### config.mk
export PLATFORM = sky130hd
export DESIGN_NAME = xfer_fifo_dma
export DESIGN_NICKNAME = d
export VERILOG_FILES = /design/src/rtl/xfer_fifo_pkg.sv /design/src/rtl/xfer_fifo_store.sv /design/src/rtl/xfer_port_steer.sv /design/src/rtl/xfer_burst_counter.sv /design/src/rtl/xfer_fifo_dma.sv
export SDC_FILE = /design/constraint.sdc
export NUM_CORES = 1
export LEC_CHECK = 0
export ABC_AREA = 0
export BUFFER_PORTS_ARGS = -buffer_cell sky130_fd_sc_hd__buf_2
export CAP_MARGIN = 20
export CELL_PAD_IN_SITES_DETAIL_PLACEMENT = 1
export CELL_PAD_IN_SITES_GLOBAL_PLACEMENT = 1
export CORE_MARGIN = 3
export CORE_UTILIZATION = 40
export DETAILED_ROUTE_END_ITERATION = 8
export PLACE_DENSITY_LB_ADDON = 0.1
export REMOVE_ABC_BUFFERS = 1
export SETUP_SLACK_MARGIN = 0.4
export SLEW_MARGIN = 20
export SYNTH_ARGS = -nofsm -noshare
export SYNTH_HDL_FRONTEND = slang
export SYNTH_SLANG_ARGS = --single-unit
### constraint.sdc
create_clock -name clk -period 3.9 [get_ports clk]
set_input_delay 0.39 -clock clk [delete_from_list [all_inputs] [get_ports clk]]
set_output_delay 0.39 -clock clk [all_outputs]
set_load 0.1 [all_outputs]
### src/rtl/xfer_fifo_pkg.sv
// Package: shared entry type and byte-enable rule for the transfer FIFO.
// Assumes a 32-bit word split into four byte lanes.
package xfer_fifo_pkg;

    localparam int unsigned WORD_W = 32;
    localparam int unsigned LANES  = WORD_W / 8;

    // One FIFO slot: the lane enables stored beside the word.
    typedef struct packed {
        logic [LANES-1:0]  be;
        logic [WORD_W-1:0] data;
    } fifo_entry_t;

    // Legal enables: a non-zero run of ones starting at the top lane.
    function automatic logic be_pattern_ok(input logic [LANES-1:0] be);
        logic [LANES-1:0] inv;
        inv = ~be;
        return (be != '0) && ((inv & (inv + 1'b1)) == '0);
    endfunction

endpackage

### src/rtl/xfer_fifo_store.sv
// Module: word storage with wrap pointers and full/empty flags.
// Assumes push and pop arrive already qualified against full and empty.
// DEPTH must be a power of two.
module xfer_fifo_store
    import xfer_fifo_pkg::*;
#(
    parameter int unsigned DEPTH = 16
) (
    input  logic        clk,
    input  logic        rst_n,
    input  logic        clear,
    input  logic        push,
    input  fifo_entry_t push_entry,
    input  logic        pop,
    output fifo_entry_t head,
    output logic        full,
    output logic        empty
);

    localparam int unsigned IDX_W = $clog2(DEPTH);

    fifo_entry_t      mem [DEPTH];
    logic [IDX_W:0]   wr_ptr;
    logic [IDX_W:0]   rd_ptr;

    // Write pointer: advances on each accepted push.
    always_ff @(posedge clk) begin
        if (!rst_n || clear) begin
            wr_ptr <= '0;
        end else if (push) begin
            wr_ptr <= wr_ptr + 1'b1;
        end
    end

    // Read pointer: advances on each accepted pop.
    always_ff @(posedge clk) begin
        if (!rst_n || clear) begin
            rd_ptr <= '0;
        end else if (pop) begin
            rd_ptr <= rd_ptr + 1'b1;
        end
    end

    // Storage array: captures the pushed entry at the write index.
    always_ff @(posedge clk) begin
        if (push) begin
            mem[wr_ptr[IDX_W-1:0]] <= push_entry;
        end
    end

    assign head  = mem[rd_ptr[IDX_W-1:0]];
    assign empty = (wr_ptr == rd_ptr);
    assign full  = (wr_ptr[IDX_W] != rd_ptr[IDX_W]) &&
                   (wr_ptr[IDX_W-1:0] == rd_ptr[IDX_W-1:0]);

endmodule

### src/rtl/xfer_port_steer.sv
// Module: routes host and card strobes to push/pop by direction,
// screens host byte enables and zeroes disabled lanes.
// Assumes full/empty come from the storage of the current cycle.
module xfer_port_steer
    import xfer_fifo_pkg::*;
(
    input  logic              dir_write,
    input  logic              host_wr_en,
    input  logic [WORD_W-1:0] host_wr_data,
    input  logic [LANES-1:0]  host_wr_be,
    input  logic              host_rd_en,
    input  logic              card_push_en,
    input  logic [WORD_W-1:0] card_push_data,
    input  logic              card_pop_en,
    input  logic              full,
    input  logic              empty,
    output logic              push,
    output logic              pop,
    output fifo_entry_t       push_entry,
    output logic              move
);

    logic              push_req;
    logic              pop_req;
    logic [WORD_W-1:0] host_masked;

    // Lane masking of the host word, one byte per generated slice.
    for (genvar l = 0; l < LANES; l++) begin : g_lane
        assign host_masked[l*8 +: 8] = host_wr_be[l] ? host_wr_data[l*8 +: 8] : 8'h00;
    end

    // Request selection: which side may push and which may pop.
    always_comb begin
        push_req = dir_write ? (host_wr_en && be_pattern_ok(host_wr_be)) : card_push_en;
        pop_req  = dir_write ? card_pop_en : host_rd_en;
    end

    // Qualification and entry building; the move is the card-side transfer.
    always_comb begin
        push            = push_req && !full;
        pop             = pop_req && !empty;
        push_entry.be   = dir_write ? host_wr_be : '1;
        push_entry.data = dir_write ? host_masked : card_push_data;
        move            = dir_write ? pop : push;
    end

endmodule

### src/rtl/xfer_burst_counter.sv
// Module: counts card-side moves and raises a registered one-cycle event
// when the count reaches the selected level. Holds at the level while a
// previous event waits for its acknowledge.
module xfer_burst_counter #(
    parameter int unsigned LEVEL_LO = 4,
    parameter int unsigned LEVEL_HI = 8
) (
    input  logic clk,
    input  logic rst_n,
    input  logic clear,
    input  logic dir_write,
    input  logic level_sel,
    input  logic move,
    input  logic dma_ack,
    output logic rd_evt,
    output logic wr_evt
);

    localparam int unsigned CNT_W = $clog2(LEVEL_HI + 1);

    logic [CNT_W-1:0] cnt_q;
    logic             pend_q;
    logic [CNT_W:0]   level;
    logic [CNT_W:0]   sum;
    logic             at_level;
    logic             fire;

    // Threshold compare and fire decision for this edge.
    always_comb begin
        level    = level_sel ? (CNT_W+1)'(LEVEL_HI) : (CNT_W+1)'(LEVEL_LO);
        sum      = {1'b0, cnt_q} + {{CNT_W{1'b0}}, move};
        at_level = (sum >= level);
        fire     = at_level && !pend_q;
    end

    // Move counter: restarts on fire, saturates at the level while pending.
    always_ff @(posedge clk) begin
        if (!rst_n || clear) begin
            cnt_q <= '0;
        end else if (fire) begin
            cnt_q <= '0;
        end else if (at_level) begin
            cnt_q <= level[CNT_W-1:0];
        end else begin
            cnt_q <= sum[CNT_W-1:0];
        end
    end

    // Pending flag: set by an event, dropped by the acknowledge.
    always_ff @(posedge clk) begin
        if (!rst_n || clear) begin
            pend_q <= 1'b0;
        end else begin
            pend_q <= fire || (pend_q && !dma_ack);
        end
    end

    // Event registers: one-cycle pulse per direction.
    always_ff @(posedge clk) begin
        if (!rst_n || clear) begin
            rd_evt <= 1'b0;
            wr_evt <= 1'b0;
        end else begin
            rd_evt <= fire && !dir_write;
            wr_evt <= fire && dir_write;
        end
    end

endmodule

### src/rtl/xfer_fifo_dma.sv
// Module: transfer FIFO top. Joins storage, direction steering and the
// burst counter. Interrupt events mirror the DMA events.
// Assumes a 16-word depth and levels of 4 or 8 words by default.
module xfer_fifo_dma
    import xfer_fifo_pkg::*;
#(
    parameter int unsigned DEPTH_WORDS = 16,
    parameter int unsigned LEVEL_LO    = 4,
    parameter int unsigned LEVEL_HI    = 8
) (
    input  logic        clk,
    input  logic        rst_n,
    input  logic        fifo_clear,
    input  logic        dir_write,
    input  logic        level_sel,
    input  logic        host_wr_en,
    input  logic [31:0] host_wr_data,
    input  logic [3:0]  host_wr_be,
    input  logic        host_rd_en,
    output logic [31:0] host_rd_data,
    input  logic        card_push_en,
    input  logic [31:0] card_push_data,
    input  logic        card_pop_en,
    output logic [31:0] card_pop_data,
    output logic [3:0]  card_pop_be,
    input  logic        dma_ack,
    output logic        dma_rd_evt,
    output logic        dma_wr_evt,
    output logic        irq_rd_evt,
    output logic        irq_wr_evt,
    output logic        fifo_full,
    output logic        fifo_empty
);

    logic        push;
    logic        pop;
    logic        move;
    fifo_entry_t push_entry;
    fifo_entry_t head;

    xfer_port_steer u_steer (
        .dir_write      (dir_write),
        .host_wr_en     (host_wr_en),
        .host_wr_data   (host_wr_data),
        .host_wr_be     (host_wr_be),
        .host_rd_en     (host_rd_en),
        .card_push_en   (card_push_en),
        .card_push_data (card_push_data),
        .card_pop_en    (card_pop_en),
        .full           (fifo_full),
        .empty          (fifo_empty),
        .push           (push),
        .pop            (pop),
        .push_entry     (push_entry),
        .move           (move)
    );

    xfer_fifo_store #(.DEPTH(DEPTH_WORDS)) u_store (
        .clk        (clk),
        .rst_n      (rst_n),
        .clear      (fifo_clear),
        .push       (push),
        .push_entry (push_entry),
        .pop        (pop),
        .head       (head),
        .full       (fifo_full),
        .empty      (fifo_empty)
    );

    xfer_burst_counter #(.LEVEL_LO(LEVEL_LO), .LEVEL_HI(LEVEL_HI)) u_count (
        .clk       (clk),
        .rst_n     (rst_n),
        .clear     (fifo_clear),
        .dir_write (dir_write),
        .level_sel (level_sel),
        .move      (move),
        .dma_ack   (dma_ack),
        .rd_evt    (dma_rd_evt),
        .wr_evt    (dma_wr_evt)
    );

    assign host_rd_data  = head.data;
    assign card_pop_data = head.data;
    assign card_pop_be   = head.be;
    assign irq_rd_evt    = dma_rd_evt;
    assign irq_wr_evt    = dma_wr_evt;

endmodule

-- Word level (Yosys, flattened, before mapping)
Memory sizes are Yosys's and may differ from the RTL's. A register that Yosys moved wholly into a read port is not among the register bits.
Cells that the tools add are included.
- output and inout bits: 74
- memory bits (writable): 576
- bits of input ports: 78
- logic and storage cells: 52
- memories kept: 1
- register bits: 17
- mux-type cells: 15
- add/sub/neg operators: 4
- reductions and logical operators: 20
- bitwise operators: 2
- magnitude comparators: 1
- equal/unequal tests: 3
- memory list (memory ; words ; bits a word ; read ports ; clocked after Yosys merged registers in ; write ports ; line ; source):
    u_store.mem ; 16 ; 36 ; 1 ; 1 ; 1 ; xfer_fifo_store.sv:22 ; fifo_entry_t mem [DEPTH];
- operators by type and width (cell ; count):
    $mux W32 ; 1
    $mux W8 ; 4
    $mux W4 ; 5
    $add A5 B1 Y5 const B ; 2
    $logic_and A1 B1 Y1 ; 9
    $logic_not A1 Y1 ; 6
    $add A4 B1 Y5 ; 1
    $eq A5 B5 Y1 ; 1
    $ge A5 B5 Y1 ; 1
    $mux W1 ; 5
    $add A4 B1 Y4 const B ; 1
    $and A4 B4 Y4 ; 1
    $eq A4 B4 Y1 ; 1
    $logic_not A4 Y1 ; 1
    $not A4 Y4 ; 1
    $reduce_bool A4 Y1 ; 1
    $logic_or A1 B1 Y1 ; 2
    $reduce_or A2 Y1 ; 1
    $ne A1 B1 Y1 ; 1

-- Depth between registers and ports, before layout
Gate-level depths: netlist of the first run.
- depth after elaboration: 13
- mapped depth: 14
- gate-level depth less buffers: 12

-- Modules after synthesis
Synthesis of the first run repeated with hierarchy kept, for this count alone.
- cell total of the unflattened synthesis: 1154
- area, all modules: 23408.7 µm²
- modules (own cells, without submodules) (module ; area an instance (µm²) ; times used ; cells each ; seq. area each (µm²)):
    xfer_fifo_store ; 22211.3 ; 1 ; 961 ; 17576.9
    xfer_port_steer ; 558.0 ; 1 ; 122 ; 0.0
    xfer_burst_counter ; 384.1 ; 1 ; 37 ; 140.1
    xfer_fifo_dma ; 255.2 ; 1 ; 34 ; 0.0

-- Least setup slack after synthesis of the first run
OpenSTA, ideal clock, no wires.
- kind: flip-flop to flip-flop
- start: reg u_store.wr_ptr[2]
- end: mem u_store.mem[15][0] in the netlist's numbering, enable pin
- arrival time: 3.774 ns
- stages on the path, launching flop included: 6
- required time: 3.411 ns
- slack: -0.363 ns
- clock period less this slack: 4.263 ns
- path buffers: 2
- library setup time: 0.489 ns
- path through: dfxtp_1 clkbuf_1 xor2_1 nor4_1 clkbuf_1 a211oi_1
- longest elaborated chain between the ends: 6
- ends and longest elaborated chain (element ; line ; source):
    start: declaration ; xfer_fifo_store.sv:23 ; logic [IDX_W:0] wr_ptr;
    start signal: assignment ; xfer_fifo_store.sv:31 ; wr_ptr <= wr_ptr + 1'b1;
    $eq A4 B4 Y1 ; xfer_fifo_store.sv:54 ; (wr_ptr[IDX_W-1:0] == rd_ptr[IDX_W-1:0]);
    $logic_and A1 B1 Y1 ; xfer_fifo_store.sv:53 ; assign full = (wr_ptr[IDX_W] != rd_ptr[IDX_W]) &&
    $logic_not A1 Y1 ; xfer_port_steer.sv:40 ; push = push_req && !full;
    $logic_and A1 B1 Y1 ; xfer_port_steer.sv:40 ;
    $mux W1 ; xfer_fifo_store.sv:46 ; if (push) begin
    $mux W1 (implied by the code) ; xfer_fifo_store.sv:47 ; mem[wr_ptr[IDX_W-1:0]] <= push_entry;
    end: declaration ; xfer_fifo_store.sv:22 ;
Parallel ways exist; a longest one is shown, timed or not.

==> reports/metrics.json, run 1 <==
{
  "outcome": {
    "run_status": "completed"
  },
  "timing": {
    "achievable-frequency_mhz": 304,
    "worst_pin_slew_ps": 1010,
    "drv_slew": 0,
    "hold_viol": 0,
    "fin_skew_ps": 15.5,
    "setup_viol": 0,
    "whs_ps": 60.2,
    "rsz0062_at_grt": "false",
    "timing.max_slew.rel_slack_pct": 32.6,
    "final.period_utilization_pct": 84.3,
    "min_period_ps": 3290
  },
  "worst_setup_path": {
    "critPathBufInv": 2,
    "path_max_fanout": 23,
    "setup.worst_path.end_class": "output pin",
    "worst_path_max_delay_cell": "sky130_fd_sc_hd__dfxtp_4",
    "timing.setup.critical_path_class": "flip-flop to output pin",
    "worstPathRequired_ps": 3510,
    "crit_path_frequent_cell": "sky130_fd_sc_hd__mux4_2",
    "max_stage_delay_ps": 600,
    "timing.critical_path.arrival_ps": 2900,
    "worst_setup_path_start_kind": "flip-flop",
    "critical_path.top_delay_family": "multiplexers",
    "crit_chain": "buf_4 -> mux4_2 -> mux4_2 -> buf_2"
  },
  "placement": {
    "post-place-cells": 1887,
    "finalWeightedCongestion": 0.693,
    "hpwlAfterDp_um": 30700,
    "io_buffers": 151,
    "placed_area_um2": 25200
  },
  "clock_tree": {
    "numCtsBuffers": 61,
    "tritoncts": "built",
    "ctsHtreeMaxLevel": 2,
    "clk_pin_slew_ps": 60,
    "clock_insertion_delay_at_the_later_pin_of_the_skew_report_ps": 610,
    "cts.sink_count": 597,
    "cts-root-to-sink-buffers": 3,
    "cts.hold.buffers_added": 0,
    "cts.root.buffer_cell": "sky130_fd_sc_hd__clkbuf_16"
  },
  "finish": {
    "num_antenna_cells": 0,
    "fraction_of_final_layout_cells_with_drive_strength_greater_than_1_pct": 38.4,
    "post-route-cell-area_um2": 27200,
    "layout.nets": 1272,
    "leading_cell_types_in_the_layout_fill_and_taps_excluded": "576 x sky130_fd_sc_hd__edfxtp_1, 180 x sky130_fd_sc_hd__mux4_2, 151 x sky130_fd_sc_hd__buf_2",
    "layout_commonest_cell": "sky130_fd_sc_hd__edfxtp_1",
    "final_cell_count_no_fill": 1998,
    "area_delta_synth_final_pct": 15.9
  },
  "grt": {
    "overflow_left_after_global_routing": 0,
    "global_route_wire_length_before_repair_um": 81700,
    "number_of_antenna_violations_at_the_first_check_in_global_routing": 2,
    "grt_max_degree": 52,
    "vias_in_the_first_global_route": 11778,
    "grt_use_total_pct": 18.7
  },
  "drt": {
    "first_pass_iters": 5,
    "drc_errors": 0,
    "route.vias.total": 10971,
    "totalWireLength_um": 56100,
    "routedWlPerCell_um": 28.1,
    "final_antenna_net_count": 0,
    "initialDrtViolationCount": 927,
    "routed_via_density": 5.49
  },
  "floorplan": {
    "floorplan.io_pins": 152,
    "row_count": 88,
    "die_wd_um": 248,
    "design.die.area_um2": 61500,
    "vertical_extent_of_the_die_um": 248,
    "floorplan.initialDensity_pct": 40.5,
    "core_footprint_um2": 57800
  },
  "synth": {
    "synth-edff-count": 576,
    "netlist_instances": 1020,
    "combined_area_of_all_synthesized_cells_um2": 23400,
    "ys_types": 36,
    "synth_seq_area_share_pct": 75.6,
    "yosys-top-cells-area": "sky130_fd_sc_hd__edfxtp_1 74%, sky130_fd_sc_hd__mux4_2 17%, sky130_fd_sc_hd__dfxtp_1 1.8%, sky130_fd_sc_hd__a22o_1 1.2%, sky130_fd_sc_hd__buf_4 1.1%",
    "postSynthRegisterBits": 597,
    "synthesis.area_per_instance_um2": 23.0,
    "yosys_warnings": 0,
    "synth_top_area_cell": "sky130_fd_sc_hd__edfxtp_1",
    "ys_dominant_reg_cell": "sky130_fd_sc_hd__edfxtp_1",
    "yosysTopAreaCellShare_pct": 73.8,
    "share_of_synthesized_registers_carrying_an_async_set_or_reset_pct": 0
  },
  "pwr": {
    "vdd.ir_drop.worst_mv": 0.360,
    "cellPowerDensity_nw_per_um2": 510,
    "p_leak_nw": 8.62,
    "report.power.total_mw": 13.9
  },
  "job": {
    "maxCapViolations": 0
  },
  "worst_hold_path": {
    "timing.hold.worst.class": "input pin to flip-flop"
  }
}
==> power breakdown <==
part	switching [mW]	leakage [nW]	internal (mW)	total [mW]
Sequential	0.0107	5.40	7.10	7.11
Clock	2.39	0.965	3.50	5.88
Combinational	0.676	2.25	0.186	0.862
Total	3.07	8.62	10.8	13.9
==> state kept, by name (all words and copies together) (netlist names), named ones only <==
register,flops
u_count.pend_q,1
u_count.cnt_q,4
u_store.wr_ptr,5
u_count.wr_evt,1
u_store.mem,576
u_count.rd_evt,1
u_store.rd_ptr,5
==> logic make-up (layout without fill, tap and decap cells) <==
family                     count (synthesis)  in the layout  synth area share, %
DFF                                      597            597                 75.6
muxes                                    191            191                 17.8
buffers and inverters                     94            307                 2.38
and+or+nand+nor                           70             70                 1.68
AOI/OAI and AO/OA                         51             51                 1.75
adders and majority gates                  9              9                0.481
xor gates and xnor gates                   8              8                0.299
==> path summary, 6_finish.rpt <==
| path | start | cells after the start | end | slack [ps] |
|---|---|---|---|---|
| min | dma_ack | 3 | u_count.pend_q | 60 |
| max reg2reg | u_store.wr_ptr[1] | 13 | u_count.cnt_q[0] | 760 |
| min reg2reg | u_count.pend_q | 1 | u_count.rd_evt | 480 |
| max | flip-flop | 4 | card_pop_be[3] | 610 |
==> timing repair <==
action | in CTS | in global routing
buffers inserted | 0 | 0
gates resized for setup | 0 | 2
setup endpoints to repair | 0 | 6
==> per-layer routing <==
metal / routed length, um / vias up / global-route usage (%)
met5: 0 / - / 0
met4: 1040 / 0 / 4.15
met3: 2420 / 75 / 3.07
met2: 27000 / 244 / 29.9
met1: 25600 / 6008 / 27.4
li1: - / 4644 / -
==> worst min-delay path: cells and delay by family <==
family | cells | cell delay, ps
buffers and inverters | 1 | 70
AOI/OAI and AO/OA | 1 | 50
and+or+nand+nor | 1 | 110
==> cell usage after synthesis (2+ instances only) <==
cell	instances
sky130_fd_sc_hd__and3_1	15
sky130_fd_sc_hd__buf_4	34
sky130_fd_sc_hd__buf_2	14
sky130_fd_sc_hd__nand4_1	2
sky130_fd_sc_hd__a22o_1	32
sky130_fd_sc_hd__nand2_1	16
sky130_fd_sc_hd__buf_6	8
sky130_fd_sc_hd__clkbuf_1	29
sky130_fd_sc_hd__ha_1	9
sky130_fd_sc_hd__and2_1	12
sky130_fd_sc_hd__xor2_1	5
sky130_fd_sc_hd__a21oi_1	6
sky130_fd_sc_hd__mux4_2	180
sky130_fd_sc_hd__nand2b_1	13
sky130_fd_sc_hd__inv_1	6
sky130_fd_sc_hd__nor4_1	3
sky130_fd_sc_hd__xnor2_1	3
sky130_fd_sc_hd__mux2i_1	10
sky130_fd_sc_hd__a211oi_1	4
sky130_fd_sc_hd__o21ai_0	2
sky130_fd_sc_hd__edfxtp_1	576
sky130_fd_sc_hd__nor2b_1	3
sky130_fd_sc_hd__a211o_1	2
sky130_fd_sc_hd__dfxtp_1	21
sky130_fd_sc_hd__nand3_1	3
sky130_fd_sc_hd__buf_1	2
==> stage by stage <==
stage	setup WS [ps]	setup TNS, ps	util (%)
2_1_floorplan	-4020	-287100	-
3_3_place_gp	538	0	43.5
3_5_place_dp	433	0	43.5
4_1_cts	510	0	47.0
5_1_grt	455	0	47.0
6_report	613	0	47.0
==> cell type report <==
cell class | instances | area, um^2
fillers | 5197 | 30600
flip-flops and latches | 597 | 17700
multi-input cells | 329 | 5190
clock buffers | 69 | 1560
repair buffers | 189 | 1250
well taps | 765 | 957
clock inverters | 42 | 444
inverters | 7 | 26.3
(Power assumes the default switching activity.)
==> inputs of run 2 (changes only) <==
- clock period: 3.9 -> 2.7 ns (I/O delays scaled with it)
==> run 2 against run 1 <==
  * The flow now finishes with violations (negative setup slack)
  * Clock power grew 37%
  * First-iteration DRC count decreased by 4.2%
  * Global-route usage is 0.31 points higher
  * Total power up 43%
  * Critical path depth up 1
  * Combinational power up 72%
  * Cell count increased by 4.0%
  * Non-clock buffer count increased by 79
  * Via count rose by 3.2%
  * Clock-buffer cell count is 3 higher
  * Hold slack better by 87 ps
==> reports/metrics.json, run 2 (synthesis results as in run 1) <==
{
  "timing": {
    "min_period_ps": 3010,
    "timing.max_slew.rel_slack_pct": 52.2,
    "fin_skew_ps": 11.0,
    "achievable-frequency_mhz": 332,
    "final.period_utilization_pct": 112,
    "hold_viol": 0,
    "post-route-worst-setup-slack_ps": -312,
    "drv_slew": 0,
    "rsz0062_at_grt": "true",
    "worst_pin_slew_ps": 717,
    "setup_viol": 70
  },
  "pwr": {
    "p_leak_nw": 9.31,
    "pwr-share-seq_pct": 51.9,
    "p_switching_mw": 4.51,
    "power_report.internal_total_mw": 15.3,
    "vdd.ir_drop.worst_mv": 0.466,
    "combinationalPowerShare_pct": 7.5,
    "power.share.switching_pct": 22.7,
    "power.share.clock_pct": 40.7,
    "cellPowerDensity_nw_per_um2": 686
  },
  "worst_setup_path": {
    "setup.worst_path.end_class": "output pin",
    "crit_chain": "buf_12 -> buf_4 -> mux4_2 -> mux4_2 -> buf_6",
    "r2r-start": "u_store.rd_ptr[2]",
    "reg2reg_setup_slack_ps": -100,
    "path_max_fanout": 12,
    "timing.setup.critical_path_class": "flip-flop to output pin",
    "timing.critical_path.arrival_ps": 2740,
    "worst_setup_path_start_kind": "flip-flop",
    "worst_path_max_delay_cell": "sky130_fd_sc_hd__mux4_2",
    "worstPathRequired_ps": 2430,
    "critical_path.top_delay_family": "multiplexers",
    "max_stage_delay_ps": 560,
    "critPathBufInv": 3,
    "crit_path_frequent_cell": "sky130_fd_sc_hd__mux4_2"
  },
  "worst_hold_path": {
    "min_from": "rst_n",
    "timing.hold.worst.class": "input pin to flip-flop"
  },
  "grt": {
    "vias_in_the_first_global_route": 11916,
    "overflow_left_after_global_routing": 0,
    "number_of_antenna_violations_at_the_first_check_in_global_routing": 1,
    "global_route_wire_length_before_repair_um": 83100,
    "grt_use_total_pct": 19.0,
    "grt_max_degree": 35
  },
  "clock_tree": {
    "ctsHtreeMaxLevel": 2,
    "cts.root.buffer_cell": "sky130_fd_sc_hd__clkbuf_16",
    "clk_pin_slew_ps": 60,
    "numCtsBuffers": 61,
    "cts.sink_count": 597,
    "clock_insertion_delay_at_the_later_pin_of_the_skew_report_ps": 610,
    "tritoncts": "built",
    "cts-root-to-sink-buffers": 3
  },
  "placement": {
    "hpwlAfterDp_um": 32500,
    "io_buffers": 151,
    "post-place-cells": 1931,
    "finalWeightedCongestion": 0.694
  },
  "drt": {
    "initialDrtViolationCount": 888,
    "totalWireLength_um": 59900,
    "routedWlPerCell_um": 28.8,
    "route.vias.total": 11327,
    "final_antenna_net_count": 0,
    "drc_errors": 0,
    "first_pass_iters": 4,
    "routed_via_density": 5.45
  },
  "floorplan": {
    "floorplan.io_pins": 152,
    "floorplan.initialDensity_pct": 40.5,
    "vertical_extent_of_the_die_um": 248,
    "design.die.area_um2": 61500,
    "die_wd_um": 248,
    "core_footprint_um2": 57800,
    "row_count": 88
  },
  "finish": {
    "leading_cell_types_in_the_layout_fill_and_taps_excluded": "576 x sky130_fd_sc_hd__edfxtp_1, 180 x sky130_fd_sc_hd__mux4_2, 81 x sky130_fd_sc_hd__buf_2",
    "multi_input_area_um2": 5340,
    "ff_latch_area_um2": 17700,
    "layout_commonest_cell": "sky130_fd_sc_hd__edfxtp_1",
    "layout.nets": 1351,
    "fraction_of_final_layout_cells_with_drive_strength_greater_than_1_pct": 44.1,
    "final_cell_count_no_fill": 2078,
    "num_antenna_cells": 0,
    "layout.filler_cells": 5108,
    "area_delta_synth_final_pct": 23.2,
    "final_core_utilization_pct": 49.9,
    "largest_register_ff_count": 576
  },
  "outcome": {
    "run_status": "finished with violations",
    "failing_checks": "negative setup slack"
  },
  "job": {
    "maxCapViolations": 0
  }
}
[run 2: cell count changes in the layout (fill, tap and decap cells not counted), moves of 7 or more]
cell	before	now
sky130_fd_sc_hd__and3_2	12	3
sky130_fd_sc_hd__and3_4	0	11
sky130_fd_sc_hd__buf_12	17	36
sky130_fd_sc_hd__buf_2	151	81
sky130_fd_sc_hd__buf_4	21	61
sky130_fd_sc_hd__buf_6	0	52
sky130_fd_sc_hd__buf_8	0	19
sky130_fd_sc_hd__clkbuf_16	61	73
sky130_fd_sc_hd__dfxtp_1	17	10
sky130_fd_sc_hd__dfxtp_2	1	8
[run 2: what timing repair did]
item,4_1_cts,5_1_grt
hold buffers,3,0
endpoints found under the hold margin,3,0
pin swaps,7,7
buffers inserted,10,8
gates cloned,2,12
setup endpoints to repair,227,267
resized for setup,182,55
[run 2: through the flow]
stage | instance area (um^2) | hold slack, ps | setup slack [ps] | power, mW | TNS [ps]
final | 28900 | 148 | -312 | 19.8 | -16870
after detailed placement | 25600 | 484 | -247 | 11.8 | -1280
after floorplan | 22900 | 349 | -5100 | 11.4 | -494400
after CTS | 28300 | 116 | -344 | 20.0 | -20550
after global placement | 25600 | 471 | -201 | 11.7 | -1060
after global routing | 28900 | 140 | -414 | 20.5 | -24440
[run 2: power groups by stage]
stage                     logic (mW)  clock network (mW)  registers [mW]
after floorplan                0.913                   0            10.5
after global placement          1.28                   0            10.5
after detailed placement        1.29                   0            10.5
after CTS                       1.44                8.27            10.3
after global routing            1.55                8.66            10.3
final                           1.48                8.05            10.3
[run 2: final cells by class]
| class | count | share of cell area (%) |
|---|---|---|
| sequential | 597 | 61.5 |
| multi-input combinational | 329 | 18.5 |
| timing repair buffer | 268 | 10.0 |
| clock buffer | 72 | 5.58 |
| tap | 765 | 3.32 |
| clock inverter | 40 | 0.997 |
| inverter | 7 | 0.0910 |
[run 2: per-layer routing]
| layer | wire [um] | track usage (%) | part of all wire [%] |
|---|---|---|---|
| met1 | 26600 | 27.0 | 44 |
| met2 | 29700 | 31.1 | 50 |
| met3 | 2760 | 3.67 | 4.6 |
| met4 | 775 | 3.74 | 1.3 |
| met5 | 0 | 0 | 0 |
[run 2: path summary, 6_finish.rpt]
check / to / cells after the start
max: card_pop_data[22] / 5
min: u_count.pend_q / 3
max reg2reg: u_count.cnt_q[3] / 14
min reg2reg: u_count.wr_evt / 1
[run 2: worst reg2reg max path, cell delays in order (launching register included)]
cell,delay (ps)
sky130_fd_sc_hd__dfxtp_2,330
sky130_fd_sc_hd__xor2_2,170
sky130_fd_sc_hd__nor4_2,260
sky130_fd_sc_hd__buf_4,180
sky130_fd_sc_hd__and2_4,160
sky130_fd_sc_hd__o2bb2ai_2,60
sky130_fd_sc_hd__ha_2,200
sky130_fd_sc_hd__ha_4,170
sky130_fd_sc_hd__xnor2_2,130
sky130_fd_sc_hd__ha_1,270
sky130_fd_sc_hd__nor3b_2,170
sky130_fd_sc_hd__o21ai_2,80
sky130_fd_sc_hd__buf_4,140
sky130_fd_sc_hd__a211o_1,260
sky130_fd_sc_hd__a21oi_2,120
==> inputs of run 3 (changes only) <==
- clock period: 2.7 -> 3.7 ns (I/O delays scaled with it)
==> run 3 against run 2 <==
  * Global-route usage down 0.15 points
  * Clock power down 25%
  * Critical path type unchanged
  * Total power down 27%
  * First-iteration DRC count down 6.8%
  * The run now ends clean
==> reports/metrics.json, run 3 (synthesis results as in run 1) <==
{
  "timing": {
    "timing.max_slew.rel_slack_pct": 36.3,
    "min_period_ps": 3230,
    "setup_viol": 0,
    "achievable-frequency_mhz": 310,
    "fin_skew_ps": 14.7,
    "worst_pin_slew_ps": 956,
    "fin_tns_setup_ps": 0,
    "hold_viol": 0,
    "whs_ps": 44.4,
    "final.period_utilization_pct": 87.2,
    "post-route-worst-setup-slack_ps": 475,
    "rsz0062_at_grt": "true",
    "drv_slew": 0
  },
  "worst_setup_path": {
    "max_stage_delay_ps": 550,
    "crit_chain": "buf_16 -> mux4_2 -> mux4_2 -> buf_2",
    "critical_path.top_delay_family": "multiplexers",
    "worst_path_max_delay_cell": "sky130_fd_sc_hd__mux4_2",
    "timing.setup.critical_path_class": "flip-flop to output pin",
    "crit_path_frequent_cell": "sky130_fd_sc_hd__mux4_2",
    "setup.worst_path.end_class": "output pin",
    "worstPathRequired_ps": 3330,
    "timing.critical_path.arrival_ps": 2860,
    "critPathBufInv": 2,
    "worst_setup_path_start_kind": "flip-flop",
    "path_max_fanout": 36
  },
  "placement": {
    "post-place-cells": 1894,
    "placed_area_um2": 25200,
    "hpwlAfterDp_um": 31100,
    "io_buffers": 151,
    "dpl_worst_slack_ps": 282,
    "finalWeightedCongestion": 0.687
  },
  "drt": {
    "final_antenna_net_count": 0,
    "routed_via_density": 5.44,
    "first_pass_iters": 5,
    "route.vias.total": 10935,
    "drc_errors": 0,
    "routedWlPerCell_um": 28.2,
    "totalWireLength_um": 56700,
    "initialDrtViolationCount": 828
  },
  "worst_hold_path": {
    "timing.hold.worst.class": "input pin to flip-flop"
  },
  "grt": {
    "number_of_antenna_violations_at_the_first_check_in_global_routing": 0,
    "grt_max_degree": 40,
    "grt_use_total_pct": 18.9,
    "vias_in_the_first_global_route": 11957,
    "global_route_wire_length_before_repair_um": 82700,
    "overflow_left_after_global_routing": 0
  },
  "clock_tree": {
    "cts-root-to-sink-buffers": 3,
    "cts.root.buffer_cell": "sky130_fd_sc_hd__clkbuf_16",
    "numCtsBuffers": 61,
    "clk_pin_slew_ps": 60,
    "cts.hold.buffers_added": 0,
    "cts.sink_count": 597,
    "ctsHtreeMaxLevel": 2,
    "clock_insertion_delay_at_the_later_pin_of_the_skew_report_ps": 610,
    "tritoncts": "built"
  },
  "pwr": {
    "vdd.ir_drop.worst_mv": 0.350,
    "cellPowerDensity_nw_per_um2": 528,
    "p_leak_nw": 8.70
  },
  "floorplan": {
    "floorplan.io_pins": 152,
    "floorplan.initialDensity_pct": 40.5,
    "row_count": 88,
    "design.die.area_um2": 61500,
    "core_footprint_um2": 57800,
    "vertical_extent_of_the_die_um": 248,
    "die_wd_um": 248
  },
  "finish": {
    "layout.filler_cells": 5214,
    "ff_latch_area_um2": 17700,
    "final_cell_count_no_fill": 2010,
    "area_delta_synth_final_pct": 16.5,
    "multi_input_area_um2": 5210,
    "num_antenna_cells": 0,
    "layout_commonest_cell": "sky130_fd_sc_hd__edfxtp_1",
    "fraction_of_final_layout_cells_with_drive_strength_greater_than_1_pct": 39.7,
    "largest_register_ff_count": 576,
    "leading_cell_types_in_the_layout_fill_and_taps_excluded": "576 x sky130_fd_sc_hd__edfxtp_1, 180 x sky130_fd_sc_hd__mux4_2, 151 x sky130_fd_sc_hd__buf_2",
    "post-route-cell-area_um2": 27300,
    "layout.nets": 1283
  },
  "outcome": {
    "run_status": "completed"
  },
  "job": {
    "maxCapViolations": 0
  }
}
[run 3: cell count changes in the layout (fill, tap and decap cells not counted), moves of 8 or more]
| cell | change |
|---|---|
| sky130_fd_sc_hd__buf_2 | +70 |
| sky130_fd_sc_hd__buf_6 | -52 |
| sky130_fd_sc_hd__buf_4 | -32 |
| sky130_fd_sc_hd__buf_12 | -21 |
| sky130_fd_sc_hd__buf_8 | -19 |
| sky130_fd_sc_hd__and3_4 | -11 |
| sky130_fd_sc_hd__clkbuf_16 | -10 |
| sky130_fd_sc_hd__and3_2 | +9 |
| sky130_fd_sc_hd__clkbuf_8 | +8 |
[run 3: per-stage QoR]
| stage | util [%] | total power [mW] |
|---|---|---|
| 4_1_cts | 47.2 | 14.6 |
| 2_1_floorplan | - | 8.33 |
| 3_5_place_dp | 43.6 | 8.56 |
| 6_report | 47.2 | 14.4 |
| 5_1_grt | 47.2 | 14.9 |
| 3_3_place_gp | 43.6 | 8.55 |
[run 3: path summary, 6_finish.rpt]
path	start	end	slack [ps]	depth (start not counted)
worst max-delay path	flip-flop	host_rd_data[8]	470	4
worst min-delay path	dma_ack	u_count.pend_q	40	3
worst max register to register	u_store.wr_ptr[2]	u_count.pend_q	660	13
worst min register to register	u_count.pend_q	u_count.rd_evt	490	1
[run 3: timing repair]
action | in CTS | in global routing
pin swaps | 0 | 1
gates cloned | 1 | 0
buffers inserted | 1 | 2
endpoints found under the setup margin | 71 | 54
gates resized for setup | 6 | 3
[run 3: layer usage]
metal  part of all wire [%]  up-vias  track usage [%]
met1                     44     5983             26.2
met5                      0        -                0
met4                    1.5        0             3.74
met2                     50      215             31.5
met3                    4.6       68             3.66
li1                       -     4669                -
[run 3: report_power, final]
part / switching, mW / leakage (nW) / total [mW] / internal [mW]
combinational: 0.712 / 2.34 / 0.913 / 0.202
sequential: 0.0114 / 5.40 / 7.50 / 7.49
clock: 2.50 / 0.960 / 6.01 / 3.51
total: 3.22 / 8.70 / 14.4 / 11.2
[run 3: layout make-up]
| cell class | instances | area share (%) |
|---|---|---|
| clock buffers | 80 | 6.27 |
| inverters | 7 | 0.0963 |
| well taps | 765 | 3.51 |
| repair buffers | 200 | 5.12 |
| multi-input cells | 329 | 19.1 |
| flip-flops and latches | 597 | 65.0 |
| clock inverters | 32 | 0.945 |
[run 3: worst register-to-register path, stage by stage (launching register included)]
cell                        delay (ps)
sky130_fd_sc_hd__dfxtp_1           450
sky130_fd_sc_hd__xor2_1            140
sky130_fd_sc_hd__nor4_4            340
sky130_fd_sc_hd__buf_4             190
sky130_fd_sc_hd__and2_1            150
sky130_fd_sc_hd__o2bb2ai_1          70
sky130_fd_sc_hd__ha_1              190
sky130_fd_sc_hd__ha_1              210
sky130_fd_sc_hd__xnor2_1           210
sky130_fd_sc_hd__ha_1              250
sky130_fd_sc_hd__nor3b_2           160
sky130_fd_sc_hd__o21ai_2           190
sky130_fd_sc_hd__and2_1            270
sky130_fd_sc_hd__a211oi_1          110
